**config.mk**
```make
export PLATFORM = sky130hd
export DESIGN_NAME = mcell_reg
export DESIGN_NICKNAME = d
export VERILOG_FILES = /design/src/rtl/mcell_pkg.sv /design/src/rtl/mcell_din.sv /design/src/rtl/mcell_clkgen.sv /design/src/rtl/mcell_next.sv /design/src/rtl/mcell_async.sv /design/src/rtl/mcell_reg.sv
export SDC_FILE = /design/constraint.sdc
export NUM_CORES = 1
export LEC_CHECK = 0
export CAP_MARGIN = 5
export CORE_UTILIZATION = 25
export CTS_BUF_LIST = sky130_fd_sc_hd__clkbuf_4 sky130_fd_sc_hd__clkbuf_8
export DETAILED_ROUTE_END_ITERATION = 6
export GPL_ROUTABILITY_DRIVEN = 0
export SYNTH_ARGS = -nofsm -noshare
export SYNTH_HDL_FRONTEND = slang
export SYNTH_SLANG_ARGS = --single-unit
```
**constraint.sdc**
```tcl
create_clock -name clk -period 1.1 [get_ports clk]
set_input_delay 0.165 -clock clk [delete_from_list [all_inputs] [get_ports clk]]
set_output_delay 0.165 -clock clk [all_outputs]
set_load 0.02 [all_outputs]
```
**src/rtl/mcell_pkg.sv**
```systemverilog
package mcell_pkg;
  localparam int MODE_W = 3;
  localparam int SEL_W  = 2;

  typedef enum logic [MODE_W-1:0] {
    MODE_D     = 3'd0,
    MODE_T     = 3'd1,
    MODE_JK    = 3'd2,
    MODE_SR    = 3'd3,
    MODE_LATCH = 3'd4
  } mode_e;

  typedef enum logic [SEL_W-1:0] {
    POL_LOW  = 2'd0,
    POL_HIGH = 2'd1,
    POL_TERM = 2'd2,
    POL_TRM2 = 2'd3
  } pol_e;

  typedef enum logic [SEL_W-1:0] {
    AR_OFF  = 2'd0,
    AR_PIN  = 2'd1,
    AR_TERM = 2'd2,
    AR_BOTH = 2'd3
  } ar_e;
endpackage

```
**src/rtl/mcell_din.sv**
```systemverilog
module mcell_din
  import mcell_pkg::*;
(
  input  logic             din_sel,
  input  logic [SEL_W-1:0] pol_sel,
  input  logic             sum_term,
  input  logic             pt_pol,
  input  logic             pt_data,
  output logic             din
);
  logic pol_bit;
  logic xor_out;

  always_comb begin
    unique case (pol_e'(pol_sel))
      POL_LOW:  pol_bit = 1'b0;
      POL_HIGH: pol_bit = 1'b1;
      default:  pol_bit = pt_pol;
    endcase
  end

  assign xor_out = sum_term ^ pol_bit;
  assign din     = din_sel ? pt_data : xor_out;
endmodule

```
**src/rtl/mcell_clkgen.sv**
```systemverilog
module mcell_clkgen (
  input  logic clk,
  input  logic rst_n,
  input  logic clk_sel,
  input  logic ce_en,
  input  logic gclk,
  input  logic pt_clk,
  input  logic pt_ce,
  output logic tick,
  output logic level
);
  logic src;
  logic src_q;
  logic ce_ok;

  assign src   = clk_sel ? pt_clk : gclk;
  // gating applies to the global clock only
  assign ce_ok = (!clk_sel && ce_en) ? pt_ce : 1'b1;

  always_ff @(posedge clk or negedge rst_n) begin
    if (!rst_n) src_q <= 1'b0;
    else        src_q <= src;
  end

  assign tick  = src & ~src_q & ce_ok;
  assign level = src & ce_ok;
endmodule

```
**src/rtl/mcell_next.sv**
```systemverilog
module mcell_next
  import mcell_pkg::*;
(
  input  logic [MODE_W-1:0] mode,
  input  logic              din,
  input  logic              k_term,
  input  logic              state,
  input  logic              tick,
  input  logic              level,
  output logic              upd,
  output logic              nxt
);
  always_comb begin
    upd = tick;
    nxt = state;
    unique case (mode_e'(mode))
      MODE_D: nxt = din;
      MODE_T: nxt = state ^ din;
      MODE_JK: begin
        unique case ({din, k_term})
          2'b10:   nxt = 1'b1;
          2'b01:   nxt = 1'b0;
          2'b11:   nxt = ~state;
          default: nxt = state;
        endcase
      end
      MODE_SR: begin
        unique case ({din, k_term})
          2'b10:   nxt = 1'b1;
          2'b01:   nxt = 1'b0;
          default: nxt = state;
        endcase
      end
      MODE_LATCH: begin
        upd = level;
        nxt = din;
      end
      default: upd = 1'b0;
    endcase
  end
endmodule

```
**src/rtl/mcell_async.sv**
```systemverilog
module mcell_async
  import mcell_pkg::*;
(
  input  logic [SEL_W-1:0] ar_sel,
  input  logic             ap_en,
  input  logic             gclr_n,
  input  logic             pt_ar,
  input  logic             pt_ap,
  output logic             clr,
  output logic             set
);
  always_comb begin
    unique case (ar_e'(ar_sel))
      AR_PIN:  clr = ~gclr_n;
      AR_TERM: clr = pt_ar;
      AR_BOTH: clr = ~gclr_n | pt_ar;
      default: clr = 1'b0;
    endcase
  end

  // clear wins over set
  assign set = ap_en & pt_ap & ~clr;
endmodule

```
**src/rtl/mcell_reg.sv**
```systemverilog
module mcell_reg
  import mcell_pkg::*;
#(
  parameter int SYNC_STAGES = 2
) (
  input  logic             clk,
  input  logic             rst_n,
  input  logic [MODE_W-1:0] cfg_mode,
  input  logic             cfg_din_sel,
  input  logic [SEL_W-1:0] cfg_pol_sel,
  input  logic             cfg_clk_sel,
  input  logic             cfg_ce_en,
  input  logic [SEL_W-1:0] cfg_ar_sel,
  input  logic             cfg_ap_en,
  input  logic             sum_term,
  input  logic             pt_pol,
  input  logic             pt_data,
  input  logic             k_term,
  input  logic             gclk,
  input  logic             pt_clk,
  input  logic             pt_ce,
  input  logic             gclr_n,
  input  logic             pt_ar,
  input  logic             pt_ap,
  output logic             q
);
  logic [SYNC_STAGES-1:0] rsync_q;
  logic rst_int_n;
  logic din, tick, level, upd, nxt, clr, set;
  logic state_q;

  generate
    if (SYNC_STAGES == 1) begin : g_sync1
      always_ff @(posedge clk or negedge rst_n) begin
        if (!rst_n) rsync_q <= 1'b0;
        else        rsync_q <= 1'b1;
      end
    end else begin : g_syncn
      always_ff @(posedge clk or negedge rst_n) begin
        if (!rst_n) rsync_q <= '0;
        else        rsync_q <= {rsync_q[SYNC_STAGES-2:0], 1'b1};
      end
    end
  endgenerate

  assign rst_int_n = rsync_q[SYNC_STAGES-1];

  mcell_din u_din (
    .din_sel (cfg_din_sel),
    .pol_sel (cfg_pol_sel),
    .sum_term(sum_term),
    .pt_pol  (pt_pol),
    .pt_data (pt_data),
    .din     (din)
  );

  mcell_clkgen u_clk (
    .clk    (clk),
    .rst_n  (rst_int_n),
    .clk_sel(cfg_clk_sel),
    .ce_en  (cfg_ce_en),
    .gclk   (gclk),
    .pt_clk (pt_clk),
    .pt_ce  (pt_ce),
    .tick   (tick),
    .level  (level)
  );

  mcell_next u_next (
    .mode  (cfg_mode),
    .din   (din),
    .k_term(k_term),
    .state (state_q),
    .tick  (tick),
    .level (level),
    .upd   (upd),
    .nxt   (nxt)
  );

  mcell_async u_async (
    .ar_sel(cfg_ar_sel),
    .ap_en (cfg_ap_en),
    .gclr_n(gclr_n),
    .pt_ar (pt_ar),
    .pt_ap (pt_ap),
    .clr   (clr),
    .set   (set)
  );

  always_ff @(posedge clk or negedge rst_int_n) begin
    if (!rst_int_n)  state_q <= 1'b0;
    else if (clr)    state_q <= 1'b0;
    else if (set)    state_q <= 1'b1;
    else if (upd)    state_q <= nxt;
  end

  assign q = clr ? 1'b0 : (set ? 1'b1 : state_q);
endmodule

```
==> metrics <==
hold bufs inserted after CTS=0; r2r setup slk=-210 ps; Setup Viol. Count Final=2; worst skew pair latency=between 200 and 250 ps; Final ANT Viol Nets=0; register area share after synthesis=30.5%; peak supply drop=0.000614 V; area share of and/or/nand/nor cells after synthesis=between 30% and 40%; Synthesis Warnings=0; placed insts=~90; status=finished with violations; Slew Limit Fails=0; WL final=1030 um; R2R Path Start=state_q$_DFFE_PN0P_; core box area=about 1200 um2; Layout Skew=about 5.6 ps; fin crit period=between 1000 and 1500 ps; Max Clk Rate=749 MHz; post-synthesis mux area share=roughly 6%; WS Path Type=in2reg; Initial Utilization=between 20 and 30%; global-route wire length before repair=1620 um; PD cells=765 nW/um2; Cell Area, Synth=about 330 um2; leakage=approximately 0.40 nW; CTS sink count=4; row cnt=12; CP Launch Point=cfg_pol_sel[1]; initial antenna violation count=0; IO Pins=24; largest family of logic cells by synthesized area=simple AND/OR/NAND/NOR gates; hpwl dp=760 um; Clock Tree Root=clkbuf_4; n_diodes=0; pin count of the biggest net entering global routing=5; maxcap violations=0; die height=between 30 and 40 um; final non-filler cell total=96; adder-cell share of the synthesized area=0%; DR WL/cell=~11 um; most frequent cells in the layout=buf_4 (16), dlygate4sd2_1 (12), nand2_1 (5); vias in the first global route=between 400 and 500; nets=between 100 and 150; CP Capture Type=flip-flop; Distinct cells, synth=21; failing checks=negative setup slack; I/O Buffers=23; Synth Register Bits=4; TritonCTS clock tree=yes; Vias/cell=slightly below 5; Avg Cell Area, Syn=around 8 um2; Syn-to-layout area delta=145%; drt drc=0; via count=467; Hold WC Path Type=reg2async; initial detailed-routing violation count=3; Syn Inst Count=40; CTS max path bufs=2; Pre-antenna DRT Iters=2; Die X=roughly 38 um; Reg clk slew, reported paths=approximately 40 ps; CP arrival=between 1000 and 1500 ps; final worst slack=-234 ps; GRT Util Overall=between 10% and 20%; post-synthesis compound-gate area fraction=about 29%; CP required=approximately 1200 ps; unrepaired setup endpoints after global routing=true; most common cell after layout, fill and taps aside=buf_4; final hold vios=0; post-synthesis xor/xnor area fraction=0%; Die ar.=about 1500 um2; CP Launch Type=input port; Overflow after GRT=0; H-tree depth=1; syn_nets=63; Num CTS Buffers=3; pre-CTS setup slack=-892 ps; Tcrit/Tclk final=121%; Worst Path Max Fanout=4; layout cells sized above 1=roughly half
final timing paths:
check                                        endpoint  depth (start not counted)
worst max-delay path              state_q$_DFFE_PN0P_                          6
worst min-delay path            u_clk.src_q$_DFF_PN0_                          0
worst max register to register    state_q$_DFFE_PN0P_                          6
worst min register to register  u_clk.src_q$_DFF_PN0_                          0
max in group asynchronous        rsync_q[0]$_DFF_PN0_                          1
min in group clk                u_clk.src_q$_DFF_PN0_                          3
logic make-up (layout without fill, tap and decap cells):
family / count (synthesis) / after routing
AND/OR/NAND/NOR: 20 / 20
AO/OA/AOI/OAI: 12 / 12
other: 1 / 1
buffers and inverters: 1 / 43
flip-flops: 4 / 4
multiplexers: 2 / 2
final cells by class:
cell class | instances | area (um2)
multi-input combinational | 35 | 324
timing repair buffer | 39 | 337
tap | 14 | 17.5
inverter | 1 | 3.75
fill | 100 | 352
clock buffer | 3 | 22.5
sequential | 4 | 100
power breakdown:
| group | internal, W | switching, W |
|---|---|---|
| Combinational | 0.000167 | 0.000108 |
| Clock | 0.000122 | 0.0000535 |
| Sequential | 0.000160 | 0.00000634 |
| Total | 0.000448 | 0.000167 |
worst max-delay path, cell delays in order:
cell      delay [ps]
buf_8             70
mux2i_4          240
mux2i_4          290
a21oi_2           80
or3_4            370
a221oi_2         250
cells in the mapped netlist:
cell type / number / area share [%]
o21bai_1: 1 / 2.3
o31ai_1: 1 / 2.3
a21oi_1: 2 / 3.1
nand2b_1: 2 / 3.8
inv_1: 1 / 1.1
nand2_1: 7 / 8.0
conb_1: 1 / 1.1
nand4b_1: 1 / 2.7
a221oi_2: 1 / 4.6
a221oi_1: 1 / 2.7
and3_1: 1 / 1.9
dfrtp_1: 4 / 31
a41o_1: 2 / 6.1
nor3b_1: 2 / 4.6
o21ai_0: 2 / 3.1
or3_1: 1 / 1.9
nor2b_1: 3 / 5.7
nor2_1: 3 / 3.4
mux2i_1: 2 / 6.1
a311oi_1: 1 / 2.7
a21o_1: 1 / 2.3
per-stage QoR:
step | TNS (ps) | util (%) | hold WS (ps) | total power [W] | instance area, um2
after floorplan | -355 | - | -131 | 0.000244 | 328
after global placement | -1430 | 56.9 | 24.7 | 0.000392 | 658
after detailed placement | -1450 | 56.9 | 25.8 | 0.000391 | 658
after CTS | -242 | 62.9 | 20.6 | 0.000590 | 727
after global routing | -340 | 69.6 | 25.3 | 0.000655 | 805
final | -239 | 69.6 | 20.7 | 0.000615 | 805
layer usage:
layer  wire, um  global-route usage (%)
met1        415                    18.1
met2        532                    29.7
met3         86                    4.07
met4          0                    2.68
met5          0                       0
what timing repair did:
action	4_1_cts	5_1_grt
gates cloned	0	0
buffers inserted	3	2
resized for setup	44	17
setup endpoints to repair	2	2
pin swaps	9	6
state kept, by name (all words and copies together), names as in the netlist:
register     cells
rsync_q          2
state_q          1
u_clk.src_q      1
(Power assumes the default switching activity.)
